[src/rtl/pwrseq_pkg.sv]
// Package: shared state type, flag positions and the enable bundle of the
// rail sequencer. Assumes flags are packed in the order given by F_*.
package pwrseq_pkg;

    typedef enum logic [2:0] {
        ST_OFF,
        ST_BOOST_ON,
        ST_SAT_ON,
        ST_PERI_ON,
        ST_RUN,
        ST_SHUTDOWN
    } seq_state_t;

    localparam int unsigned NUM_FLAGS = 9;

    localparam int unsigned F_BATT    = 0;
    localparam int unsigned F_KEY     = 1;
    localparam int unsigned F_LATCH   = 2;
    localparam int unsigned F_RESV_HI = 3;
    localparam int unsigned F_RESV_LO = 4;
    localparam int unsigned F_SAT     = 5;
    localparam int unsigned F_PERI    = 6;
    localparam int unsigned F_DIFF    = 7;
    localparam int unsigned F_MODE    = 8;

    typedef struct packed {
        logic boost;
        logic sat;
        logic peri;
        logic core;
        logic src;
    } rail_en_t;

endpackage

[src/rtl/pwrseq_flag_filter.sv]
// Flag filter: synchronises one asynchronous flag through SYNC_STAGES flops
// and lets the filtered value follow only after the synchronised value has
// differed from it for FILT_LEN consecutive cycles. Assumes SYNC_STAGES >= 2.
module pwrseq_flag_filter #(
    parameter int unsigned SYNC_STAGES = 2,
    parameter int unsigned FILT_LEN    = 4
) (
    input  logic clk,
    input  logic rst_n,
    input  logic raw_i,
    output logic flt_o
);

    localparam int unsigned CNT_W = (FILT_LEN > 1) ? $clog2(FILT_LEN) : 1;
    localparam logic [CNT_W-1:0] CNT_LAST = CNT_W'(FILT_LEN - 1);

    logic [SYNC_STAGES-1:0] sync_q;
    logic [CNT_W-1:0]       cnt_q;
    logic                   flt_q;
    logic                   sync_w;

    assign sync_w = sync_q[SYNC_STAGES-1];

    // Shift the raw flag through the synchroniser chain.
    always_ff @(posedge clk) begin
        if (!rst_n) begin
            sync_q <= '0;
        end else begin
            sync_q <= {sync_q[SYNC_STAGES-2:0], raw_i};
        end
    end

    // Count cycles of disagreement and adopt the new value after FILT_LEN.
    always_ff @(posedge clk) begin
        if (!rst_n) begin
            cnt_q <= '0;
            flt_q <= 1'b0;
        end else if (sync_w == flt_q) begin
            cnt_q <= '0;
        end else if (cnt_q == CNT_LAST) begin
            cnt_q <= '0;
            flt_q <= sync_w;
        end else begin
            cnt_q <= cnt_q + CNT_W'(1);
        end
    end

    assign flt_o = flt_q;

endmodule

[src/rtl/pwrseq_flag_bank.sv]
// Flag bank: one synchroniser and glitch filter per input flag.
// Assumes all flags are independent and share the same filter length.
module pwrseq_flag_bank #(
    parameter int unsigned NUM         = 9,
    parameter int unsigned SYNC_STAGES = 2,
    parameter int unsigned FILT_LEN    = 4
) (
    input  logic           clk,
    input  logic           rst_n,
    input  logic [NUM-1:0] raw_i,
    output logic [NUM-1:0] flt_o
);

    for (genvar g = 0; g < NUM; g++) begin : g_flag
        pwrseq_flag_filter #(
            .SYNC_STAGES(SYNC_STAGES),
            .FILT_LEN   (FILT_LEN)
        ) i_filter (
            .clk  (clk),
            .rst_n(rst_n),
            .raw_i(raw_i[g]),
            .flt_o(flt_o[g])
        );
    end

endmodule

[src/rtl/pwrseq_fsm.sv]
// Sequencer state machine: walks off -> boost -> intermediate -> peripheral
// -> run on filtered flags, and goes to shutdown when the key request is lost
// after the intermediate rail has started. Exposes the next state so that the
// enable register can update on the same edge as the state.
module pwrseq_fsm
    import pwrseq_pkg::*;
(
    input  logic       clk,
    input  logic       rst_n,
    input  logic       batt_i,
    input  logic       key_i,
    input  logic       latch_i,
    input  logic       resv_hi_i,
    input  logic       resv_lo_i,
    input  logic       sat_good_i,
    input  logic       peri_good_i,
    input  logic       low_core_i,
    output seq_state_t state_q_o,
    output seq_state_t state_nx_o
);

    seq_state_t state_q;
    seq_state_t state_nx;
    logic       key_req;

    assign key_req = batt_i && (key_i || latch_i);

    // Choose the next sequencing stage from the current one and the flags.
    always_comb begin
        state_nx = state_q;
        unique case (state_q)
            ST_OFF: begin
                if (key_req) state_nx = ST_BOOST_ON;
            end
            ST_BOOST_ON: begin
                if (!key_req)       state_nx = ST_OFF;
                else if (resv_hi_i) state_nx = ST_SAT_ON;
            end
            ST_SAT_ON: begin
                if (!key_req)        state_nx = ST_SHUTDOWN;
                else if (sat_good_i) state_nx = ST_PERI_ON;
            end
            ST_PERI_ON: begin
                if (!key_req)                        state_nx = ST_SHUTDOWN;
                else if (!low_core_i || peri_good_i) state_nx = ST_RUN;
            end
            ST_RUN: begin
                if (!key_req) state_nx = ST_SHUTDOWN;
            end
            ST_SHUTDOWN: begin
                if (key_req)         state_nx = ST_BOOST_ON;
                else if (!resv_lo_i) state_nx = ST_OFF;
            end
            default: state_nx = ST_OFF;
        endcase
    end

    // Hold the current stage.
    always_ff @(posedge clk) begin
        if (!rst_n) begin
            state_q <= ST_OFF;
        end else begin
            state_q <= state_nx;
        end
    end

    assign state_q_o  = state_q;
    assign state_nx_o = state_nx;

endmodule

[src/rtl/pwrseq_enable_reg.sv]
// Enable register: decodes the coming stage and the rail flags into the five
// rail controls and registers them. Assumes the stage input is the next
// state, so enables and state change on the same edge.
module pwrseq_enable_reg
    import pwrseq_pkg::*;
(
    input  logic       clk,
    input  logic       rst_n,
    input  seq_state_t state_nx_i,
    input  logic       resv_lo_i,
    input  logic       sat_good_i,
    input  logic       peri_good_i,
    input  logic       diff_i,
    input  logic       low_core_i,
    output rail_en_t   en_o
);

    rail_en_t en_nx;
    rail_en_t en_q;
    logic     up_sat;
    logic     up_peri;
    logic     peri_allow;

    // Derive the rail controls for the coming stage.
    always_comb begin
        up_sat  = (state_nx_i == ST_SAT_ON) || (state_nx_i == ST_PERI_ON) ||
                  (state_nx_i == ST_RUN) ||
                  ((state_nx_i == ST_SHUTDOWN) && resv_lo_i);
        up_peri = (state_nx_i == ST_PERI_ON) || (state_nx_i == ST_RUN) ||
                  ((state_nx_i == ST_SHUTDOWN) && resv_lo_i);
        peri_allow = !(low_core_i && diff_i);

        en_nx.boost = (state_nx_i == ST_BOOST_ON) || (state_nx_i == ST_SAT_ON) ||
                      (state_nx_i == ST_PERI_ON) || (state_nx_i == ST_RUN);
        en_nx.sat   = up_sat;
        en_nx.peri  = up_peri && sat_good_i && peri_allow;
        en_nx.core  = low_core_i ? (up_peri && peri_good_i) : up_sat;
        en_nx.src   = (state_nx_i == ST_SHUTDOWN);
    end

    // Register the rail controls.
    always_ff @(posedge clk) begin
        if (!rst_n) begin
            en_q <= '0;
        end else begin
            en_q <= en_nx;
        end
    end

    assign en_o = en_q;

endmodule

[src/rtl/pwrseq_top.sv]
// Rail sequencer top: filters the comparator flags, runs the sequencing
// state machine and drives registered rail enables. Assumes the mode input
// is static in operation; it is filtered like the other flags.
module pwrseq_top
    import pwrseq_pkg::*;
#(
    parameter int unsigned SYNC_STAGES = 2,
    parameter int unsigned FILT_LEN    = 4
) (
    input  logic clk,
    input  logic rst_n,
    input  logic batt_good_i,
    input  logic key_good_i,
    input  logic key_latch_i,
    input  logic resv_hi_i,
    input  logic resv_lo_i,
    input  logic sat_good_i,
    input  logic peri_good_i,
    input  logic diff_trip_i,
    input  logic low_core_i,
    output logic boost_en_o,
    output logic sat_en_o,
    output logic peri_en_o,
    output logic core_en_o,
    output logic core_src_resv_o
);

    logic [NUM_FLAGS-1:0] raw;
    logic [NUM_FLAGS-1:0] flt;
    seq_state_t           state_q;
    seq_state_t           state_nx;
    rail_en_t             en;

    // Pack the flags in package order.
    always_comb begin
        raw            = '0;
        raw[F_BATT]    = batt_good_i;
        raw[F_KEY]     = key_good_i;
        raw[F_LATCH]   = key_latch_i;
        raw[F_RESV_HI] = resv_hi_i;
        raw[F_RESV_LO] = resv_lo_i;
        raw[F_SAT]     = sat_good_i;
        raw[F_PERI]    = peri_good_i;
        raw[F_DIFF]    = diff_trip_i;
        raw[F_MODE]    = low_core_i;
    end

    pwrseq_flag_bank #(
        .NUM        (NUM_FLAGS),
        .SYNC_STAGES(SYNC_STAGES),
        .FILT_LEN   (FILT_LEN)
    ) i_bank (
        .clk  (clk),
        .rst_n(rst_n),
        .raw_i(raw),
        .flt_o(flt)
    );

    pwrseq_fsm i_fsm (
        .clk        (clk),
        .rst_n      (rst_n),
        .batt_i     (flt[F_BATT]),
        .key_i      (flt[F_KEY]),
        .latch_i    (flt[F_LATCH]),
        .resv_hi_i  (flt[F_RESV_HI]),
        .resv_lo_i  (flt[F_RESV_LO]),
        .sat_good_i (flt[F_SAT]),
        .peri_good_i(flt[F_PERI]),
        .low_core_i (flt[F_MODE]),
        .state_q_o  (state_q),
        .state_nx_o (state_nx)
    );

    pwrseq_enable_reg i_enables (
        .clk        (clk),
        .rst_n      (rst_n),
        .state_nx_i (state_nx),
        .resv_lo_i  (flt[F_RESV_LO]),
        .sat_good_i (flt[F_SAT]),
        .peri_good_i(flt[F_PERI]),
        .diff_i     (flt[F_DIFF]),
        .low_core_i (flt[F_MODE]),
        .en_o       (en)
    );

    assign boost_en_o      = en.boost;
    assign sat_en_o        = en.sat;
    assign peri_en_o       = en.peri;
    assign core_en_o       = en.core;
    assign core_src_resv_o = en.src;

endmodule

[config.mk]
export PLATFORM = sky130hd
export DESIGN_NAME = pwrseq_top
export DESIGN_NICKNAME = d
export VERILOG_FILES = /design/src/rtl/pwrseq_pkg.sv /design/src/rtl/pwrseq_flag_filter.sv /design/src/rtl/pwrseq_flag_bank.sv /design/src/rtl/pwrseq_fsm.sv /design/src/rtl/pwrseq_enable_reg.sv /design/src/rtl/pwrseq_top.sv
export SDC_FILE = /design/constraint.sdc
export NUM_CORES = 1
export LEC_CHECK = 0
export ABC_AREA = 1
export ABC_CLOCK_PERIOD_IN_PS = 2510
export BUFFER_PORTS_ARGS = -buffer_cell sky130_fd_sc_hd__buf_2
export CAP_MARGIN = 10
export CORE_MARGIN = 2
export CORE_UTILIZATION = 30
export CTS_BUF_LIST = sky130_fd_sc_hd__clkbuf_16
export CTS_CLUSTER_SIZE = 12
export DETAILED_ROUTE_END_ITERATION = 10
export GPL_TIMING_DRIVEN = 1
export PLACE_DENSITY_LB_ADDON = 0.3
export SYNTH_ARGS = -nofsm -noshare
export SYNTH_HDL_FRONTEND = slang
export SYNTH_HIERARCHICAL = 1
export SYNTH_SLANG_ARGS = --single-unit
export TNS_END_PERCENT = 100
[constraint.sdc]
create_clock -name clk -period 2.51 [get_ports clk]
set_clock_uncertainty 0.05 [all_clocks]
set_input_delay 0.1255 -clock clk [delete_from_list [all_inputs] [get_ports clk]]
set_output_delay 0.1255 -clock clk [all_outputs]
set_load 0.01 [all_outputs]
==> results.txt, run 1 <==
----------------------------------------------------
[Clock tree]
  TritonCTS buffer count ... 5
  Deepest clock path buffer count ... 2
  Post-CTS clock slew at the launch and capture registers of the worst setup and hold paths ... around 0.070 ns
  Worst-Skew Late Latency ... 0.29 ns
  Root Buffer ... clkbuf_16
  Max H-tree Level ... 2
  CTS sink count ... 53
  TritonCTS clock tree ... yes

[Drt]
  Final routed DRC violation total ... 0
  Via/cell ratio ... 3.84
  Antenna Violating Nets Remaining ... 0
  Total iterations of the first detailed-routing run ... 4
  Avg WL per Cell ... ~8 um
  Total via count after detailed routing ... 1625
  Total wire length ... 3390 um
  Drt first-iter violations ... 48

[Setup path]
  Origin of the critical flop-to-flop path ... i_bank/g_flag[2].i_filter/flt_o
  Reg-to-reg critical path endpoint ... i_enables/en_o[2]
  Critical Path Most Common Cell ... nand2_1
  Crit end category ... register
  Maximum net fanout on the critical path ... 5
  Slack of the worst reg-to-reg path ... 0.91 ns
  Crit path capture ... i_enables/en_o[2]
  Required time at the worst-slack endpoint ... ~2.7 ns
  R2R depth ... 11
  Delay of the slowest cell on the worst path ... approximately 0.34 ns
  Arrival time of data at the critical path endpoint ... between 1.5 and 2 ns
  Worst setup startpoint ... i_bank/g_flag[2].i_filter/flt_o
  Kind of start point of the critical path ... register
  Start-to-end type of the worst setup path ... reg -> reg
  Critical path, cell by cell ... o21ai_0 > nand2_1 > nand2_1 > nand2_1 > nor2_2 > inv_1 > inv_1 > nand3_2 > nand3_1 > nand2_1 > nor2_1
  Crit path max-delay cell type ... dfxtp_1

[Floorplanning]
  DIE HEIGHT ... 89.2 um
  Ports placed on the boundary ... 16
  Effective utilization at floorplan ... 0.305
  Area enclosed by the die boundary ... 7950 sq um
  Width of the die ... 89.2 um
  Std-Cell Rows ... 31
  Core area ... 7140 sq um

[Final layout]
  Register Area ... about 1100 sq um
  Final Cell Area ... 2620 sq um
  Area Growth Syn to Fin ... 20.4%
  Final Non-Filler Cells ... 423
  Antenna Cells ... 0
  Fin util ... 0.367
  Final net count ... 343
  Share of final-layout standard cells stronger than drive strength 1 ... 0.188
  Most frequent standard cell in the layout excluding fill and tap cells ... nand2_1
  Highest-count cells in the layout ignoring fill and taps ... 73 x nand2_1, 61 x inv_1, 53 x dfxtp_1
  Number of fill cells ... approximately 750
  Combined area of the multi-input logic cells ... 848 sq um

[STA]
  Max Fclk ... ~0.62 GHz
  Worst-margin pin slew ... around 0.45 ns
  Tcrit/Tclk final ... 0.639
  Setup violations, final ... 0
  Final hold violations ... 0
  Max-slew violation count ... 0
  Worst setup slack after layout ... 0.906 ns
  Unrepaired setup endpoints after global routing ... no
  Sum of negative setup slack ... 0 ns
  Worst slew margin relative to its limit ... 0.697
  Min Tclk post-route ... 1.60 ns

[Power and ir drop]
  Peak supply drop ... ~0.27 mV
  Power Dens Cells ... approximately 600 nW/um^2
  Leakage dissipation ... 1.33 nW

[Logic synthesis]
  Post-Syn Instances ... a little under 300
  Average footprint of a synthesized cell ... 7.50 sq um
  Sequential fraction of the synthesis area ... 0.488
  Synthesized flop and latch total ... 53
  Post-synthesis cell type with the largest combined area ... dfxtp_1
  Area share of the largest cell type after synthesis ... 0.488
  Number of different library cells in the post-synthesis netlist ... 18
  Cell area after synthesis ... 2180 sq um
  Main area contributors after synthesis ... dfxtp_1 49%, nand2_1 13%, inv_1 10%
  YS warnings ... 6
  Number of nets in the synthesized netlist ... 310

[Global routing]
  First-pass GRT wire length ... 5920 um
  Total routing resource utilization after global routing ... 0.0966
  Remaining Overflow, GRT ... 0
  Maximum number of pins on one net before global-route repair ... 23
  Number of antenna violations at the first check in global routing ... 0
  Via count of the first global-routing pass ... 1462

[Placed design]
  Area of placed instances ... 2390 sq um
  Cell count after placement ... a little over 400
  Port Buffers ... 15
  Sum of net half-perimeters after detailed placement ... 2480 um
  Weighted congestion reported at the end of routability-driven placement ... 0.760
  Setup Slack @ Placement ... 0.888 ns

[Run status]
  Run status ... finished clean

[Job]
  Max-capacitance violation count ... 0

[Worst hold path]
  Type of the worst min-delay path ... in -> reg

----------------------------------------------------
[registers in the layout (all words and copies together), names as in the netlist]
register and flops:
i_bank/g_flag.i_filter/cnt_q 18, i_bank/g_flag.i_filter/sync_q 18, i_bank/g_flag.i_filter/flt_o 9, i_enables/en_o 5, i_fsm/state_q_o 3
[metal layers]
layer,up-vias,track usage,share of wire
met3,4,0.0249,0.027
met4,0,0.0529,0.022
met2,15,0.173,0.48
li1,913,-,-
met1,693,0.103,0.47
met5,-,0,0
[worst max-delay path: cells and delay by family, from the launching register on]
| family | cells | cell delay, ns |
|---|---|---|
| AO/OA/AOI/OAI | 1 | 0.27 |
| buffers and inverters | 2 | 0.18 |
| AND/OR/NAND/NOR | 8 | 0.70 |
| flip-flops | 1 | 0.34 |
[layout make-up]
class | count | area share
tap | 99 | 0.0473
multi-input combinational | 166 | 0.324
timing repair buffer | 26 | 0.0688
sequential | 53 | 0.405
clock inverter | 3 | 0.00526
clock buffer | 5 | 0.0478
inverter | 71 | 0.102
[Yosys cell counts]
| cell type | count |
|---|---|
| nand4_1 | 1 |
| nand3b_1 | 1 |
| nor2_4 | 1 |
| inv_1 | 60 |
| inv_2 | 11 |
| o21ai_2 | 1 |
| ha_1 | 9 |
| o21ai_0 | 2 |
| nand3_2 | 13 |
| a21oi_1 | 2 |
| nor2_2 | 11 |
| o21ai_1 | 2 |
| nor4_1 | 1 |
| nand3_1 | 4 |
| nor2_1 | 44 |
| a21boi_1 | 1 |
| dfxtp_1 | 53 |
| nand2_1 | 73 |
[kinds of logic (layout without fill, tap and decap cells)]
group	after synthesis	after routing	share of synthesized area
simple gates	149	149	0.317
buf+inv	71	105	0.122
flops	53	53	0.488
fa+ha+maj	9	9	0.0518
compound gates	8	8	0.0213
[power breakdown]
part	leakage, nW	internal (mW)	total, mW	switching (mW)
clock	0.0748	0.363	0.651	0.289
combinational	0.826	0.0332	0.0709	0.0377
sequential	0.431	0.859	0.865	0.00664
total	1.33	1.25	1.59	0.333
[what timing repair did]
item,CTS,global route
hold endpoints to repair,9,0
resized for setup,0,0
hold buffers,9,0
buffers inserted,0,0
[stage by stage]
step / total power [mW] / hold WS [ns]
detailed placement: 0.947 / 0.263
global route: 1.66 / 0.258
CTS: 1.62 / 0.237
floorplan: 0.921 / 0.169
global placement: 0.944 / 0.255
finish: 1.59 / 0.220
[worst min path at each step]
stage / to / startpoint / depth (start not counted) / slack (ns)
after global placement: i_bank/g_flag[3].i_filter/sync_q[0] / resv_hi_i / 3 / 0.25
after CTS: i_bank/g_flag[2].i_filter/sync_q[1] / rst_n / 3 / 0.24
final: i_bank/g_flag[0].i_filter/sync_q[0] / rst_n / 3 / 0.22
after global routing: i_bank/g_flag[2].i_filter/sync_q[1] / rst_n / 3 / 0.26
after detailed placement: i_bank/g_flag[2].i_filter/sync_q[0] / key_latch_i / 3 / 0.26
after floorplan: i_bank/g_flag[0].i_filter/sync_q[0] / rst_n / 2 / 0.17
No activity file was read; power rests on OpenSTA's default activity.
==> run 2, diff against run 1 <==
--- a/config.mk
+++ b/config.mk
@@ -6,7 +6,7 @@
 export NUM_CORES = 1
 export LEC_CHECK = 0
 export ABC_AREA = 1
-export ABC_CLOCK_PERIOD_IN_PS = 2510
+export ABC_CLOCK_PERIOD_IN_PS = 1500
 export BUFFER_PORTS_ARGS = -buffer_cell sky130_fd_sc_hd__buf_2
 export CAP_MARGIN = 10
 export CORE_MARGIN = 2
==> constraint.sdc (replaced) <==
create_clock -name clk -period 1.5 [get_ports clk]
set_clock_uncertainty 0.05 [all_clocks]
set_input_delay 0.075 -clock clk [delete_from_list [all_inputs] [get_ports clk]]
set_output_delay 0.075 -clock clk [all_outputs]
set_load 0.01 [all_outputs]
==> results.txt, run 2 (synthesis gave the netlist of run 1 again) <==
----------------------------------------------------
[Run status]
  Run status ... finished clean

[Power and ir drop]
  Total design power ... 2.71 mW (+70%)
  Leakage dissipation ... 1.42 nW (+6.3%)
  Power Dens Cells ... 962 nW/um^2 (+59%)
  Peak supply drop ... 0.381 mV (+43%)

[Clock tree]
  CTS sink count ... 53 (unchanged)
  TritonCTS clock tree ... yes
  Root Buffer ... clkbuf_16
  Deepest clock path buffer count ... 2 (unchanged)
  Post-CTS clock slew at the launch and capture registers of the worst setup and hold paths ... 0.07 ns (about the same)
  TritonCTS buffer count ... 5 (unchanged)
  Worst-Skew Late Latency ... 0.28 ns (about the same)
  Max H-tree Level ... 2 (unchanged)

[Floorplanning]
  Ports placed on the boundary ... 16 (unchanged)
  Width of the die ... 89.2 um (unchanged)
  Effective utilization at floorplan ... 0.305 (unchanged)
  DIE HEIGHT ... 89.2 um (unchanged)
  Std-Cell Rows ... 31 (unchanged)
  Core area ... 7140 sq um (unchanged)
  Area enclosed by the die boundary ... 7950 sq um (unchanged)

[Drt]
  Total via count after detailed routing ... 1686 (+3.8%)
  Via/cell ratio ... 3.86 (+0.43%)
  Final routed DRC violation total ... 0 (unchanged)
  Total iterations of the first detailed-routing run ... 4 (unchanged)
  Antenna Violating Nets Remaining ... 0 (unchanged)
  Avg WL per Cell ... 7.74 um (-3.3%)
  Drt first-iter violations ... 76 (+58%)
  Total wire length ... 3380 um (about the same)

[Final layout]
  Area Growth Syn to Fin ... 29.3%
  Highest-count cells in the layout ignoring fill and taps ... 68 x nand2_1, 56 x inv_1, 46 x dfxtp_1
  Share of final-layout standard cells stronger than drive strength 1 ... 0.293 (+0.105)
  Fin util ... 0.394 (+0.0272)
  Antenna Cells ... 0 (unchanged)
  Final net count ... 357 (+4.1%)
  Most frequent standard cell in the layout excluding fill and tap cells ... nand2_1

[Job]
  Max-capacitance violation count ... 0 (unchanged)

[Placed design]
  Sum of net half-perimeters after detailed placement ... 2480 um (+0.17%)
  Setup Slack @ Placement ... -0.0691 ns (-0.957 ns)
  Weighted congestion reported at the end of routability-driven placement ... 0.828 (+8.9%)
  Port Buffers ... 15 (unchanged)

[Global routing]
  First-pass GRT wire length ... 6140 um (+3.7%)
  Maximum number of pins on one net before global-route repair ... 19 (-17%)
  Via count of the first global-routing pass ... 1564 (+7.0%)
  Number of antenna violations at the first check in global routing ... 0 (unchanged)
  Total routing resource utilization after global routing ... 0.0981 (+0.00149)
  Remaining Overflow, GRT ... 0 (unchanged)

[STA]
  Setup violations, final ... 0 (unchanged)
  Max Fclk ... 0.709 GHz (+14%)
  Max-slew violation count ... 0 (unchanged)
  Worst-margin pin slew ... 0.387 ns (-0.0666 ns)
  Unrepaired setup endpoints after global routing ... yes
  Tcrit/Tclk final ... 0.941 (+0.302)
  Worst setup slack after layout ... 0.0887 ns (-0.818 ns)
  Worst slew margin relative to its limit ... 0.742 (+0.0444)
  Min Tclk post-route ... 1.41 ns (-0.192 ns)
  Final hold violations ... 0 (unchanged)

[Setup path]
  Arrival time of data at the critical path endpoint ... 1.59 ns (-0.18 ns)
  Maximum net fanout on the critical path ... 6 (+1)
  R2R depth ... 11 (unchanged)
  Crit end category ... register
  Start-to-end type of the worst setup path ... reg -> reg
  Kind of start point of the critical path ... register
  Required time at the worst-slack endpoint ... 1.67 ns (-1.01 ns)

[Worst hold path]
  Type of the worst min-delay path ... in -> reg
  Worst hold path cell count ... 3 (unchanged)

----------------------------------------------------
## run 2: changes by cell type in the layout (fill, tap and decap cells not counted), moves of 5 or more
cell,previous run,this run
nand2_1,73,68
nand2_2,0,5
dfxtp_1,53,46
inv_1,61,56
dfxtp_4,0,5
buf_4,2,16
## run 2: through the flow
stage               hold slack [ns]  cell area, sq um  TNS (ns)  instances
floorplan                     0.118              2180         0        290
global placement              0.207              2480   -0.0514        418
detailed placement            0.209              2480    -0.196        418
CTS                           0.141              2730         0        435
global route                  0.163              2810    -0.102        437
finish                        0.144              2810         0        437
## run 2: what timing repair did
action                                  CTS  global route
endpoints found under the setup margin    4             5
resized for setup                         6            26
setup buffers                             0             2
endpoints found under the hold margin     9             0
hold buffers                              9             0
pin swaps                                 0             7
## run 2: report_power, final
group          internal, mW  switching [mW]
Combinational        0.0591          0.0643
Clock                 0.630           0.514
Sequential             1.43          0.0112
## run 2: layout make-up
type                       instances  area [sq um]
clock buffer                       5           125
clock inverter                     3          25.0
fill                             744          4320
inverter                          71           267
multi-input combinational        166           905
sequential                        53          1080
tap                               99           124
timing repair buffer              40           285
## run 2: layer usage
layer | wire length [um] | GRT usage | part of all wire
met5 | 0 | 0 | 0
met4 | 65 | 0.0461 | 0.019
met3 | 66 | 0.0259 | 0.020
met2 | 1580 | 0.171 | 0.47
met1 | 1670 | 0.111 | 0.49
## run 2: final timing paths
kind	from	to	slack, ns
worst min-delay path	rst_n	i_bank/g_flag[6].i_filter/sync_q[1]	0.14
worst max register to register	i_fsm/state_q_o[0]	i_enables/en_o[4]	0.09
worst min register to register	i_bank/g_flag[6].i_filter/sync_q[0]	i_bank/g_flag[6].i_filter/sync_q[1]	0.36
worst max-delay path	i_fsm/state_q_o[0]	i_enables/en_o[4]	0.09
## run 2: critical path, stage by stage (launching register included)
cell     delay, ns
dfxtp_4       0.39
nor2_1        0.05
nand2_1       0.08
nand2_1       0.05
nand2_1       0.07
nand3_2       0.08
nor2_4        0.12
inv_2         0.05
inv_2         0.08
nand3_2       0.08
buf_4         0.14
a21oi_2       0.11
